==> config.mk <==
export PLATFORM = sky130hd
export DESIGN_NAME = txq_arbiter
export DESIGN_NICKNAME = d
export VERILOG_FILES = /design/src/rtl/txq_pkg.sv /design/src/rtl/txq_halt.sv /design/src/rtl/txq_prio_pick.sv /design/src/rtl/txq_wrr.sv /design/src/rtl/txq_arbiter.sv
export SDC_FILE = /design/constraint.sdc
export NUM_CORES = 1
export LEC_CHECK = 0
export BUFFER_PORTS_ARGS = -buffer_cell sky130_fd_sc_hd__buf_2
export CAP_MARGIN = 30
export CORE_MARGIN = 1.5
export CORE_UTILIZATION = 35
export CTS_CLUSTER_DIAMETER = 50
export CTS_CLUSTER_SIZE = 30
export DETAILED_ROUTE_END_ITERATION = 6
export SLEW_MARGIN = 10
export SYNTH_ARGS = -nofsm -noshare
export SYNTH_HDL_FRONTEND = slang
export SYNTH_HIERARCHICAL = 1
export SYNTH_SLANG_ARGS = --single-unit
export TNS_END_PERCENT = 100
==> constraint.sdc <==
create_clock -name clk_i -period 5 [get_ports clk_i]
set_clock_uncertainty 0.2 [all_clocks]
set_input_delay 0.5 -clock clk_i [delete_from_list [all_inputs] [get_ports clk_i]]
set_output_delay 0.5 -clock clk_i [all_outputs]
set_load 0.01 [all_outputs]
==> src/rtl/txq_pkg.sv <==
`timescale 1ns/1ps
package txq_pkg;
  typedef enum logic [1:0] {
    MODE_POLL = 2'b00,
    MODE_PRIO = 2'b01,
    MODE_WRR  = 2'b10,
    MODE_RSVD = 2'b11
  } txq_mode_e;

  typedef enum logic {
    PH_LOAD  = 1'b0,
    PH_SERVE = 1'b1
  } txq_phase_e;
endpackage

==> src/rtl/txq_halt.sv <==
`timescale 1ns/1ps
module txq_halt #(
  parameter int N = 8
) (
  input  logic         clk_i,
  input  logic         rst_ni,
  input  logic [N-1:0] set_i,
  input  logic [N-1:0] clr_i,
  input  logic         err_i,
  input  logic [N-1:0] en_i,
  output logic [N-1:0] halt_o
);
  logic [N-1:0] halt_q;
  logic [N-1:0] set_all;

  assign set_all = set_i | ({N{err_i}} & en_i);

  always_ff @(posedge clk_i or negedge rst_ni) begin
    if (!rst_ni) halt_q <= '0;
    else         halt_q <= (halt_q & ~clr_i) | set_all;
  end

  assign halt_o = halt_q;


  err_halts_enabled_chk: assert property (@(posedge clk_i) disable iff (!rst_ni)
    err_i |=> ((halt_q & $past(en_i)) == $past(en_i)));


  w1c_clears_chk: assert property (@(posedge clk_i) disable iff (!rst_ni)
    ((clr_i & ~set_i & ~({N{err_i}} & en_i)) != '0) |=>
      ((halt_q & $past(clr_i & ~set_i & ~({N{err_i}} & en_i))) == '0));
endmodule

==> src/rtl/txq_prio_pick.sv <==
`timescale 1ns/1ps
module txq_prio_pick #(
  parameter int N     = 8,
  parameter int IDX_W = $clog2(N)
) (
  input  logic [N-1:0]     req_i,
  output logic [IDX_W-1:0] idx_o,
  output logic             any_o
);
  always_comb begin
    idx_o = '0;
    for (int i = N - 1; i >= 0; i--) begin
      if (req_i[i]) idx_o = IDX_W'(i);
    end
  end

  assign any_o = |req_i;
endmodule

==> src/rtl/txq_wrr.sv <==
`timescale 1ns/1ps
module txq_wrr
  import txq_pkg::*;
#(
  parameter int N     = 8,
  parameter int IDX_W = $clog2(N),
  parameter int WT_W  = 8,
  parameter int LEN_W = 16,
  parameter int Q_SH  = 6
) (
  input  logic             clk_i,
  input  logic             rst_ni,
  input  logic             active_i,
  input  logic [N-1:0]     elig_i,
  input  logic [N*WT_W-1:0] weight_i,
  input  logic             done_i,
  input  logic             empty_i,
  input  logic [LEN_W-1:0] len_i,
  output logic [IDX_W-1:0] cur_o,
  output logic             serve_o
);
  localparam int QW    = WT_W + Q_SH;
  localparam int DEF_W = ((QW > LEN_W) ? QW : LEN_W) + 2;

  txq_phase_e              phase_q;
  logic [IDX_W-1:0]        cur_q, nxt;
  logic signed [DEF_W-1:0] def_q [N];
  logic signed [DEF_W-1:0] quota [N];
  logic signed [DEF_W-1:0] loaded, charged;

  for (genvar g = 0; g < N; g++) begin : g_quota
    assign quota[g] = $signed({{(DEF_W-QW){1'b0}}, weight_i[g*WT_W +: WT_W], {Q_SH{1'b0}}});
  end

  // next eligible ring after cur_q in cyclic order, cur_q itself last
  always_comb begin
    nxt = cur_q;
    for (int k = N; k >= 1; k--) begin
      if (elig_i[(int'(cur_q) + k) % N]) nxt = IDX_W'((int'(cur_q) + k) % N);
    end
  end

  assign loaded  = def_q[cur_q] + quota[cur_q];
  assign charged = def_q[cur_q] - $signed({{(DEF_W-LEN_W){1'b0}}, len_i});

  always_ff @(posedge clk_i or negedge rst_ni) begin
    if (!rst_ni) begin
      phase_q <= PH_LOAD;
      cur_q   <= '0;
      for (int i = 0; i < N; i++) def_q[i] <= '0;
    end else if (!active_i) begin
      phase_q <= PH_LOAD;
    end else if (phase_q == PH_LOAD) begin
      if (elig_i[cur_q]) begin
        def_q[cur_q] <= loaded;
        if (loaded > 0) phase_q <= PH_SERVE;
        else            cur_q   <= nxt;
      end else begin
        cur_q <= nxt;
      end
    end else begin
      if (!elig_i[cur_q]) begin
        cur_q   <= nxt;
        phase_q <= PH_LOAD;
      end else if (empty_i) begin
        def_q[cur_q] <= '0;
        cur_q        <= nxt;
        phase_q      <= PH_LOAD;
      end else if (done_i) begin
        def_q[cur_q] <= charged;
        if (charged <= 0) begin
          cur_q   <= nxt;
          phase_q <= PH_LOAD;
        end
      end
    end
  end

  assign cur_o   = cur_q;
  assign serve_o = (phase_q == PH_SERVE) && elig_i[cur_q];


  turn_holds_chk: assert property (@(posedge clk_i) disable iff (!rst_ni)
    (active_i && phase_q == PH_SERVE && elig_i[cur_q] && !done_i && !empty_i) |=>
      (phase_q == PH_SERVE && $stable(cur_q)));
endmodule

==> src/rtl/txq_arbiter.sv <==
`timescale 1ns/1ps
module txq_arbiter
  import txq_pkg::*;
#(
  parameter int N     = 8,
  parameter int WT_W  = 8,
  parameter int LEN_W = 16,
  parameter int Q_SH  = 6,
  localparam int IDX_W = $clog2(N)
) (
  input  logic              clk_i,
  input  logic              rst_ni,
  input  logic [1:0]        mode_i,
  input  logic [N-1:0]      ring_en_i,
  input  logic [N*WT_W-1:0] weight_i,
  input  logic              done_i,
  input  logic [LEN_W-1:0]  frame_len_i,
  input  logic              not_ready_i,
  input  logic              err_i,
  input  logic [N-1:0]      halt_w1c_i,
  output logic [IDX_W-1:0]  grant_idx_o,
  output logic              grant_vld_o,
  output logic [N-1:0]      halt_o
);
  localparam int RETRY_MAX = 2;

  txq_mode_e        mode;
  logic             m_poll, m_prio, m_wrr;
  logic [N-1:0]     elig, halt_set;
  logic [IDX_W-1:0] prio_idx, wrr_idx;
  logic             prio_any, wrr_serve;
  logic [1:0]       retry_q;
  logic             stb_empty, stb_done;

  assign mode   = txq_mode_e'(mode_i);
  assign m_prio = (mode == MODE_PRIO);
  assign m_wrr  = (mode == MODE_WRR);
  assign m_poll = !m_prio && !m_wrr;
  assign elig   = ring_en_i & ~halt_o;

  txq_prio_pick #(.N(N), .IDX_W(IDX_W)) u_pick (
    .req_i (elig),
    .idx_o (prio_idx),
    .any_o (prio_any)
  );

  txq_wrr #(.N(N), .IDX_W(IDX_W), .WT_W(WT_W), .LEN_W(LEN_W), .Q_SH(Q_SH)) u_wrr (
    .clk_i    (clk_i),
    .rst_ni   (rst_ni),
    .active_i (m_wrr),
    .elig_i   (elig),
    .weight_i (weight_i),
    .done_i   (stb_done),
    .empty_i  (stb_empty),
    .len_i    (frame_len_i),
    .cur_o    (wrr_idx),
    .serve_o  (wrr_serve)
  );

  always_comb begin
    if (m_prio) begin
      grant_idx_o = prio_idx;
      grant_vld_o = prio_any;
    end else if (m_wrr) begin
      grant_idx_o = wrr_idx;
      grant_vld_o = wrr_serve;
    end else begin
      grant_idx_o = '0;
      grant_vld_o = elig[0];
    end
  end

  assign stb_empty = not_ready_i && grant_vld_o;
  assign stb_done  = done_i && grant_vld_o;

  // polled ring: retries before declaring ring 0 empty
  always_ff @(posedge clk_i or negedge rst_ni) begin
    if (!rst_ni)                          retry_q <= '0;
    else if (!m_poll || stb_done)         retry_q <= '0;
    else if (stb_empty)                   retry_q <= (retry_q == 2'(RETRY_MAX)) ? '0 : retry_q + 2'd1;
  end

  always_comb begin
    halt_set = '0;
    if (stb_empty) begin
      if (!m_poll)                             halt_set = {{(N-1){1'b0}}, 1'b1} << grant_idx_o;
      else if (retry_q == 2'(RETRY_MAX))       halt_set[0] = 1'b1;
    end
  end

  txq_halt #(.N(N)) u_halt (
    .clk_i  (clk_i),
    .rst_ni (rst_ni),
    .set_i  (halt_set),
    .clr_i  (halt_w1c_i),
    .err_i  (err_i),
    .en_i   (ring_en_i),
    .halt_o (halt_o)
  );


  poll_ring0_chk: assert property (@(posedge clk_i) disable iff (!rst_ni)
    (mode_i == 2'b00 || mode_i == 2'b11) |-> (grant_idx_o == '0));


  grant_eligible_chk: assert property (@(posedge clk_i) disable iff (!rst_ni)
    grant_vld_o |-> (ring_en_i[grant_idx_o] && !halt_o[grant_idx_o]));


  not_ready_halts_chk: assert property (@(posedge clk_i) disable iff (!rst_ni)
    (grant_vld_o && not_ready_i && (mode_i == 2'b01 || mode_i == 2'b10)) |=>
      halt_o[$past(grant_idx_o)]);
endmodule

Word level (Yosys, flattened, before mapping)
Cells that the tools add are included.

Bitwise operators: 18. Muxes and demuxes: 83. Shift-type cells: 1. Magnitude comparators: 13. Reduce and logical (&&, ||, !) cells: 21. Equal/unequal tests: 7. Add/subtract/negate cells: 11.

Operators with widths (number): $mux 144 (5); $bwmux 144 (2); $and 144x144->144 (1); $not 144->144 (1); $bmux 18 s3 (2); $mux 18 (5); $mux 3 (25); $demux 18 s3 (1); $lt 4x5->1 const B (8); $mux 1 (29); $bmux 1 s3 (9); $and 8x8->8 (3); $reduce_or 3->1 (8); $add 18x18->18 (1); $gt 18x1->1 const B (1); $le 18x1->1 const B (1); $sub 18x17->18 (1); $not 8->8 (2); $or 8x8->8 (2); $add 3x3->3 const B (4); $and 1x1->1 const A (8); $mux 8 (1); $ne 4x4->1 const B (2); $reduce_or 8->1 (1); 20 further kinds (31).

Logic and storage cells: 166. Output and inout bits: 12. Flip-flop bits (word level): 158.

Logic depth before layout (Yosys ltp)
Gate-level depths: netlist (run 1).

Depth in word-level cells: 19. Depth in mapped cells: 20. Depth with buffers taken out: 15.

Modules after synthesis
Netlist (run 1), hierarchy kept.

Modules (own cells, without submodules): txq_wrr (area each 10909.2 um^2, times used 1, cells an instance 1275); txq_arbiter (area each 446.7 um^2, times used 1, cells an instance 60); txq_halt (area each 321.6 um^2, times used 1, cells an instance 26); txq_prio_pick (area each 81.3 um^2, times used 1, cells an instance 13).

Worst setup path before layout (run 1)
Ideal clock, no wire load.

Path kind: reg-to-reg. Start: register u_wrr.cur_q[0], in the netlist u_wrr/cur_o[0]. End: register u_wrr.cur_q[2], in the netlist u_wrr/cur_o[2]. Data arrival time: 4.702 ns. Clock period less this slack: 4.982 ns. Stages on the path, launching flop included: 20. Path buffers: 5. Required time: 4.720 ns. Path slack: 0.018 ns. Cells stage by stage: dfrtp_1 -> buf_2 -> clkbuf_1 -> buf_2 -> buf_2 -> buf_2 -> mux4_2 -> nand2_1 -> nand2_1 -> ha_1 -> nand2_1 -> o21ai_1 -> or3_4 -> a41oi_2 -> xor2_2 -> and4_1 -> a31o_1 -> nand3_2 -> a31oi_2 -> mux2i_1.

Word-level cells in the longest chain between the ends: 17.

RTL lines: from (decl) (RTL line txq_wrr.sv:26) `logic [IDX_W-1:0] cur_q, nxt;`; from (signal assigned) (RTL line txq_wrr.sv:57) `else cur_q <= nxt;`; from (signal assigned) (RTL line txq_wrr.sv:59) `cur_q <= nxt;`; from (signal assigned) (RTL line txq_wrr.sv:63) `cur_q <= nxt;`; branches (longest 17 deep; another with $sub 18x17->18).

Parallel ways; which one is timed is not known. The select of a mux whose other input is x is not followed. A chain may end at the register's enable or synchronous reset.

Worst setup path after layout (run 1)
Same ends and word-level chain as after synthesis.

==> results of run 1 <==
[per-stage QoR]
stage / hold slack [ns] / instance area [sq um] / setup WS [ns] / utilization
6_report: 0.0259 / 13600 / 0.228 / 0.415
5_1_grt: 0.0364 / 13600 / 0.0352 / 0.415
4_1_cts: 0.0175 / 13600 / 0.169 / 0.414
3_5_place_dp: 0.267 / 13000 / -0.110 / 0.396
3_3_place_gp: 0.258 / 13000 / -0.0652 / 0.396
2_1_floorplan: 0.00441 / 11800 / 0.0183 / -
[layout make-up]
cell class                      count  area share
Clock inverter                     15      0.0112
Timing Repair Buffer              175      0.0795
Sequential cell                   158       0.291
Inverter                           42      0.0116
Multi-Input combinational cell   1092       0.535
Tap cell                          442      0.0406
Clock buffer                       17      0.0312
[Yosys cell counts, types with 8 or more instances]
cell type / number
sky130_fd_sc_hd__buf_2: 10
sky130_fd_sc_hd__xor2_1: 11
sky130_fd_sc_hd__ha_1: 35
sky130_fd_sc_hd__a21oi_1: 41
sky130_fd_sc_hd__nand3_1: 94
sky130_fd_sc_hd__a22oi_1: 82
sky130_fd_sc_hd__a221o_1: 8
sky130_fd_sc_hd__xnor2_1: 9
sky130_fd_sc_hd__o21ai_0: 245
sky130_fd_sc_hd__clkbuf_1: 58
sky130_fd_sc_hd__nor3_1: 10
sky130_fd_sc_hd__nand2_1: 244
sky130_fd_sc_hd__nor2_1: 72
sky130_fd_sc_hd__nand2b_1: 11
sky130_fd_sc_hd__mux4_2: 52
sky130_fd_sc_hd__dfrtp_1: 158
sky130_fd_sc_hd__buf_1: 8
sky130_fd_sc_hd__inv_1: 38
sky130_fd_sc_hd__mux2i_1: 20
sky130_fd_sc_hd__nor2b_1: 20
[worst reg2reg max path, cell delays in order, from the launching register on]
cell	delay, ns
sky130_fd_sc_hd__dfrtp_4	0.67
sky130_fd_sc_hd__mux4_2	0.61
sky130_fd_sc_hd__nand2_1	0.09
sky130_fd_sc_hd__nand2_1	0.08
sky130_fd_sc_hd__ha_1	0.26
sky130_fd_sc_hd__fa_1	0.47
sky130_fd_sc_hd__xor2_1	0.32
sky130_fd_sc_hd__nor4_4	0.39
sky130_fd_sc_hd__nand4_1	0.29
sky130_fd_sc_hd__nor4_2	0.30
sky130_fd_sc_hd__nand4b_1	0.19
sky130_fd_sc_hd__a31oi_1	0.27
sky130_fd_sc_hd__nand3_2	0.17
sky130_fd_sc_hd__a31oi_2	0.20
sky130_fd_sc_hd__mux2i_1	0.19
[layer usage]
layer | vias to the layer above | wire length [um] | track usage
met5 | - | 13 | 0
met4 | 2 | 1290 | 0.101
met3 | 95 | 3570 | 0.0436
met2 | 566 | 19100 | 0.393
met1 | 5604 | 18200 | 0.336
li1 | 5249 | - | -
[what timing repair did]
item	in CTS	in global routing
hold endpoints to repair	0	26
setup endpoints to repair	3	2
hold buffers	0	1
gates resized for setup	1	1
[logic make-up after synthesis]
kind of cell / synth area share
AOI/OAI and AO/OA: 0.232
xor gates and xnor gates: 0.0204
adders and majority gates: 0.0406
buffers and inverters: 0.0452
DFF: 0.336
muxes: 0.132
and+or+nand+nor: 0.193
[final timing paths]
path	start	end	slack, ns	depth (start not counted)
max	u_wrr/cur_o[0]$_DFFE_PN0P_	u_wrr/cur_o[2]$_DFFE_PN0P_	0.23	14
min	halt_w1c_i[6]	u_halt/halt_o[6]$_DFF_PN0_	0.03	2
max reg2reg	u_wrr/cur_o[0]$_DFFE_PN0P_	u_wrr/cur_o[2]$_DFFE_PN0P_	0.23	14
min reg2reg	u_wrr/def_q[17]$_DFFE_PN0P_	u_wrr/def_q[17]$_DFFE_PN0P_	0.28	2
max in group asynchronous	rst_ni	u_wrr/def_q[82]$_DFFE_PN0P_	3.12	4
min in group asynchronous	rst_ni	u_wrr/def_q[128]$_DFFE_PN0P_	0.29	2
[registers in the layout, summed over array words and instances, names as in the netlist]
signal and cells:
retry_q 2, u_halt/halt_o 8, u_wrr/cur_o 3, u_wrr/def_q 144
u_wrr/phase_q 1
[power breakdown]
group | internal (uW) | switching [uW] | total (uW) | leakage (uW)
clock network | 703 | 607 | 1310 | 0.000277
registers | 1530 | 293 | 1830 | 0.00216
logic | 1770 | 3090 | 4860 | 0.00331
total | 4010 | 3990 | 7990 | 0.00575
==> reports/qor.json, run 1 <==
{
  "wl_per_cell_um": 21.7,
  "crit_arrival_ns": 4.95,
  "drv.max_cap_violation_count": 0,
  "timing.critical_path.slowest_stage_cell": "sky130_fd_sc_hd__dfrtp_4",
  "multi_input_comb_area_sq_mm": 0.00729,
  "worstPathRequired_ns": 5.17,
  "flow.area_growth_from_synthesis_pct": 15.8,
  "critPathMostFrequentCell": "sky130_fd_sc_hd__nand2_1",
  "path_class": "reg -> reg",
  "globalRouteTotalUtil": 0.248,
  "ys.flop_type": "sky130_fd_sc_hd__dfrtp_1",
  "dieWidth_um": 186,
  "design_power_total_uw": 7990,
  "worstSkewPairLatency_ns": 0.45,
  "grt_max_degree": 100,
  "clock_buffer_count_from_cts": 17,
  "synth.distinct_cells": 85,
  "cp_buf_inv_count": 0,
  "layout.area.seq_sq_mm": 0.00396,
  "globalRoute.totalOverflow": 0,
  "via_count": 11516,
  "final_common_cell": "sky130_fd_sc_hd__nand2_1",
  "finalWirelength_um": 42200,
  "final_cell_mix": "sky130_fd_sc_hd__nand2_1 (244), sky130_fd_sc_hd__o21ai_0 (243), sky130_fd_sc_hd__dfrtp_1 (154), sky130_fd_sc_hd__buf_2 (113), sky130_fd_sc_hd__nand3_1 (94)",
  "worstPathMaxFanout": 18,
  "post-cts-setup-buffers": 0,
  "cpPeakStageDelay_ns": 0.67,
  "grt_antenna_before_repair": 1,
  "cts_root_buffer": "sky130_fd_sc_hd__clkbuf_16",
  "fin_tns_setup_ns": 0,
  "timing.fmax_mhz": 210,
  "first_global_vias": 11171,
  "endpoint_kind": "flop",
  "min_period_over_period": 0.954,
  "drc_errors": 0,
  "setup_viol": 0,
  "critical_path.top_delay_family": "simple AND/OR/NAND/NOR gates",
  "final_hold_viol_count": 0,
  "path_cells": "mux4_2, nand2_1, nand2_1, ha_1, fa_1, xor2_1, nor4_4, nand4_1, nor4_2, nand4b_1, a31oi_1, nand3_2, a31oi_2, mux2i_1",
  "num-fill-cells": 3276,
  "synth.yosys.warnings": 6,
  "tritoncts": "yes",
  "postSynthAreaPerCell_sq_um": 8.56,
  "number_of_drc_violations_after_detailed_routing_iteration_0": 1217,
  "synthesized_instance_count": 1374,
  "first_pass_grt_wire_length_um": 65000,
  "synth_fp_nets": 1514,
  "powerDensity_mw_per_mm2": 587,
  "die_h_um": 186,
  "clock-sinks": 158,
  "final_nets": 1626,
  "portBuffers": 114,
  "htree_num_levels": 4,
  "dpl.hpwl_um": 30200,
  "gp_congestion": 0.897,
  "syn_area_sq_mm": 0.0118,
  "total_die_area_sq_mm": 0.0347,
  "maxSlewHeadroom": 0.307,
  "post-route-min-period_ns": 4.77,
  "worst_slew_pin_slew_ns": 1.04,
  "portion_of_the_post_synthesis_area_used_by_sequential_elements": 0.336,
  "irDropWorstVdd_v": 0.000301,
  "asyncSetResetFlopFracSynth": 1.00,
  "cts.path.max_buffers": 2,
  "ant_nets": 0,
  "placedCellCount": 1906,
  "fin_cells": 1941,
  "synth.largest_area_cell": "sky130_fd_sc_hd__dfrtp_1",
  "number_of_rows_created_at_floorplan": 66,
  "p_leak_uw": 0.00575,
  "final_max_slew_viol_count": 0,
  "drive_above_1_share": 0.203,
  "drt-pass1-iter-count": 6,
  "area_share_of_the_leading_cell_type_in_the_synthesized_netlist": 0.336,
  "core_area_sq_mm": 0.0328,
  "synth_enable_flop_cells": 0,
  "diodes": 0,
  "path_clk_slew_ns": 0.08,
  "number_of_register_bits_inferred_by_synthesis": 158,
  "cp-start-kind": "flop",
  "ioPinCount": 115,
  "hold_class": "in -> reg",
  "rsz0062_at_grt": "no",
  "status": "finished clean",
  "vias_per_cell": 5.93,
  "synth_top_cells_by_area": "sky130_fd_sc_hd__dfrtp_1 (34%), sky130_fd_sc_hd__o21ai_0 (10%), sky130_fd_sc_hd__mux4_2 (10%)",
  "floorplan.initialDensity": 0.359
}
Power figures use the tool's default switching activity.
==> run 2: changes to the inputs <==
--- a/config.mk
+++ b/config.mk
@@ -10,8 +10,9 @@
 export CORE_MARGIN = 1.5
 export CORE_UTILIZATION = 35
 export CTS_CLUSTER_DIAMETER = 50
-export CTS_CLUSTER_SIZE = 30
+export CTS_CLUSTER_SIZE = 16
 export DETAILED_ROUTE_END_ITERATION = 6
+export PLACE_DENSITY = 0.56
 export SLEW_MARGIN = 10
 export SYNTH_ARGS = -nofsm -noshare
 export SYNTH_HDL_FRONTEND = slang
==> run 2 against run 1 <==
Compared with the run above: the flow now finishes with violations (design-rule violations); sequential share of layout area decreased by 0.10 points; critical endpoint unchanged; highest routed layer is now met4; cell area increased by 0.49%; critical path depth increased by 1; largest cell class unchanged; non-clock buffer count increased by 5; core utilization increased by 0.20 points; sequential cell count unchanged; worst setup slack improved by 0.014 ns; via count decreased by 1.5%; clock power increased by 3%; count of clock-buffer cells in the layout increased by 2; combinational power increased by 3%.
==> reports/qor.json, run 2 (same netlist as run 1, synthesis figures left out) <==
{
  "finalWirelength": {"value": 41200, "unit": "um", "change": "was 42200 um"},
  "flow.area_growth_from_synthesis": {"value": 16.4, "unit": "%", "change": "was 15.8%"},
  "wl_per_cell": {"value": 21.2, "unit": "um", "change": "was 21.7 um"},
  "ioPinCount": {"value": 115, "change": "unchanged"},
  "die_h": {"value": 186, "unit": "um", "change": "unchanged"},
  "endpoint_kind": {"value": "flop", "change": "unchanged"},
  "worstPathMaxFanout": {"value": 13, "change": "was 18"},
  "crit_arrival": {"value": 4.93, "unit": "ns", "change": "was 4.95 ns"},
  "utilization": {"value": 0.417, "change": "was 0.415"},
  "setup_viol": {"value": 0, "change": "unchanged"},
  "cp-start-kind": {"value": "flop", "change": "unchanged"},
  "floorplan.initialDensity": {"value": 0.359, "change": "unchanged"},
  "largest_register_ffs": {"value": 144, "change": "unchanged"},
  "final_nets": {"value": 1631, "change": "was 1626"},
  "core_area": {"value": 0.0328, "unit": "sq mm", "change": "unchanged"},
  "globalRoute.totalOverflow": {"value": 0, "change": "unchanged"},
  "pwr-share-comb": {"value": 0.612, "change": "was 0.608"},
  "total_die_area": {"value": 0.0347, "unit": "sq mm", "change": "unchanged"},
  "min_period_over_period": {"value": 0.952, "change": "was 0.954"},
  "number_of_drc_violations_after_detailed_routing_iteration_0": {"value": 1067, "change": "was 1217"},
  "worst_slew_pin_slew": {"value": 0.876, "unit": "ns", "change": "was 1.04 ns"},
  "final_hold_viol_count": {"value": 0, "change": "unchanged"},
  "clock_buffer_count_from_cts": {"value": 17, "change": "unchanged"},
  "violations": "design-rule violations",
  "globalRouteTotalUtil": {"value": 0.239, "change": "was 0.248"},
  "ant_nets": {"value": 0, "change": "unchanged"},
  "path_class": {"value": "reg -> reg", "change": "unchanged"},
  "max_flop_register": {"value": "u_wrr/def_q", "change": "unchanged"},
  "tritoncts": {"value": "yes", "change": "unchanged"},
  "pwr-share-seq": {"value": 0.223, "change": "was 0.229"},
  "post-route-min-period": {"value": 4.76, "unit": "ns", "change": "was 4.77 ns"},
  "drt-pass1-iter-count": {"value": 7, "change": "was 6"},
  "cts.path.max_buffers": {"value": 2, "change": "unchanged"},
  "timing.fmax": {"value": 210, "unit": "MHz", "change": "about the same"},
  "final_common_cell": {"value": "sky130_fd_sc_hd__nand2_1", "change": "unchanged"},
  "rrSetupSlack": {"value": 0.24, "unit": "ns", "change": "was 0.23 ns"},
  "path_clk_slew": {"value": 0.08, "unit": "ns", "change": "about the same"},
  "number_of_rows_created_at_floorplan": {"value": 66, "change": "unchanged"},
  "p_leak": {"value": 0.00579, "unit": "uW", "change": "was 0.00575 uW"},
  "num-fill-cells": {"value": 3258, "change": "was 3276"},
  "clock-sinks": {"value": 158, "change": "unchanged"},
  "first_pass_grt_wire_length": {"value": 62800, "unit": "um", "change": "was 65000 um"},
  "worstPathRequired": {"value": 5.17, "unit": "ns", "change": "about the same"},
  "fin_tns_setup": {"value": 0, "unit": "ns", "change": "unchanged"},
  "drc_errors": {"value": 1, "change": "was 0"},
  "p_sw": {"value": 4060, "unit": "uW", "change": "was 3990 uW"},
  "final_cell_mix": {"value": "sky130_fd_sc_hd__nand2_1 (244), sky130_fd_sc_hd__o21ai_0 (243), sky130_fd_sc_hd__dfrtp_1 (154), sky130_fd_sc_hd__buf_2 (113), sky130_fd_sc_hd__nand3_1 (94)", "change": "unchanged"},
  "final_max_slew_viol_count": {"value": 0, "change": "unchanged"},
  "layout.area.seq": {"value": 0.00397, "unit": "sq mm", "change": "was 0.00396 sq mm"},
  "power_frac_clock": {"value": 0.165, "change": "was 0.164"},
  "gp_congestion": {"value": 0.892, "change": "was 0.897"},
  "rsz0062_at_grt": {"value": "no", "change": "unchanged"},
  "portBuffers": {"value": 114, "change": "unchanged"},
  "swShare": {"value": 0.495, "change": "was 0.499"},
  "maxSlewHeadroom": {"value": 0.414, "change": "was 0.307"},
  "worstSkewPairLatency": {"value": 0.45, "unit": "ns", "change": "about the same"},
  "first_global_vias": {"value": 10608, "change": "was 11171"},
  "drv.max_cap_violation_count": {"value": 0, "change": "unchanged"},
  "powerDensity": {"value": 599, "unit": "mW/mm^2", "change": "was 587 mW/mm^2"},
  "htree_num_levels": {"value": 4, "change": "unchanged"},
  "intPower": {"value": 4140, "unit": "uW", "change": "was 4010 uW"},
  "grt_max_degree": {"value": 88, "change": "was 100"},
  "multi_input_comb_area": {"value": 0.00728, "unit": "sq mm", "change": "was 0.00729 sq mm"},
  "irDropWorstVdd": {"value": 0.000296, "unit": "V", "change": "was 0.000301 V"},
  "vias_per_cell": {"value": 5.83, "change": "was 5.93"},
  "status": {"value": "complete, but fails checks", "change": "was finished clean"},
  "cts_root_buffer": {"value": "sky130_fd_sc_hd__clkbuf_16", "change": "unchanged"},
  "via_count": {"value": 11343, "change": "was 11516"},
  "grt_antenna_before_repair": {"value": 1, "change": "unchanged"},
  "drive_above_1_share": {"value": 0.205, "change": "was 0.203"},
  "dpl.hpwl": {"value": 29800, "unit": "um", "change": "was 30200 um"},
  "hold_class": {"value": "in -> reg", "change": "unchanged"},
  "design_power_total": {"value": 8200, "unit": "uW", "change": "was 7990 uW"},
  "dieWidth": {"value": 186, "unit": "um", "change": "unchanged"}
}
[run 2: routing by layer]
layer | up-vias | global-route usage | share of wire | wire length, um
li1 | 5263 | - | - | -
met1 | 5500 | 0.338 | 0.45 | 18600
met2 | 515 | 0.374 | 0.45 | 18500
met3 | 65 | 0.0397 | 0.079 | 3240
met4 | 0 | 0.0732 | 0.022 | 887
met5 | - | 0 | 0 | 0
[run 2: area by class of cell]
cell class                 count  share of cell area
clock inverter                13              0.0111
tap                          442              0.0404
sequential                   158               0.290
antenna                        1            0.000183
timing repair buffer         180              0.0828
multi-input combinational   1092               0.532
inverter                      42              0.0115
clock buffer                  19              0.0324
[run 2: critical path, cell delays in order, from the launching register on]
cell,delay [ns]
sky130_fd_sc_hd__dfrtp_4,0.65
sky130_fd_sc_hd__buf_4,0.25
sky130_fd_sc_hd__mux4_2,0.56
sky130_fd_sc_hd__nand2_1,0.09
sky130_fd_sc_hd__nand2_1,0.16
sky130_fd_sc_hd__ha_1,0.40
sky130_fd_sc_hd__o211ai_1,0.13
sky130_fd_sc_hd__a21oi_1,0.09
sky130_fd_sc_hd__o311a_1,0.46
sky130_fd_sc_hd__a211oi_1,0.34
sky130_fd_sc_hd__xor2_1,0.25
sky130_fd_sc_hd__and4_1,0.27
sky130_fd_sc_hd__a31o_1,0.17
sky130_fd_sc_hd__nand3_2,0.18
sky130_fd_sc_hd__a31oi_2,0.23
sky130_fd_sc_hd__mux2i_1,0.22
[run 2: power groups by stage]
stage | Sequential (uW) | Combinational, uW | Clock (uW)
3_3_place_gp | 1880 | 4770 | 0
3_5_place_dp | 1880 | 4790 | 0
4_1_cts | 1860 | 4830 | 1380
5_1_grt | 1860 | 5410 | 1420
6_report | 1830 | 5020 | 1350
2_1_floorplan | 1680 | 3210 | 0
[run 2: worst paths after layout]
| kind | from | endpoint | cells past startpoint |
|---|---|---|---|
| setup / recovery | u_wrr/cur_o[1]$_DFFE_PN0P_ | u_wrr/cur_o[2]$_DFFE_PN0P_ | 15 |
| hold / removal | halt_w1c_i[6] | u_halt/halt_o[6]$_DFF_PN0_ | 2 |
| setup reg to reg | u_wrr/cur_o[1]$_DFFE_PN0P_ | u_wrr/cur_o[2]$_DFFE_PN0P_ | 15 |
| hold reg to reg | u_wrr/def_q[139]$_DFFE_PN0P_ | u_wrr/def_q[139]$_DFFE_PN0P_ | 2 |
| max in group asynchronous | rst_ni | u_wrr/def_q[135]$_DFFE_PN0P_ | 3 |
| min in group asynchronous | rst_ni | u_wrr/def_q[110]$_DFFE_PN0P_ | 2 |
[run 2: what timing repair did]
| action | 4_1_cts | 5_1_grt |
|---|---|---|
| endpoints found under the hold margin | 67 | 0 |
| hold buffers | 1 | 0 |
| gates resized for setup | 1 | 1 |
| setup endpoints to repair | 2 | 1 |
| buffers inserted | 0 | 8 |
[run 2: per-stage QoR]
stage / hold slack, ns / instance area (sq um) / setup slack [ns] / std cells
5_1_grt: 0.0338 / 13700 / 0.0424 / 1947
3_3_place_gp: 0.257 / 12900 / -0.0635 / 1899
6_report: 0.0347 / 13700 / 0.242 / 1947
4_1_cts: 0.0266 / 13600 / 0.149 / 1937
3_5_place_dp: 0.266 / 13000 / -0.0831 / 1904
2_1_floorplan: 0.00441 / 11800 / 0.0183 / 1374
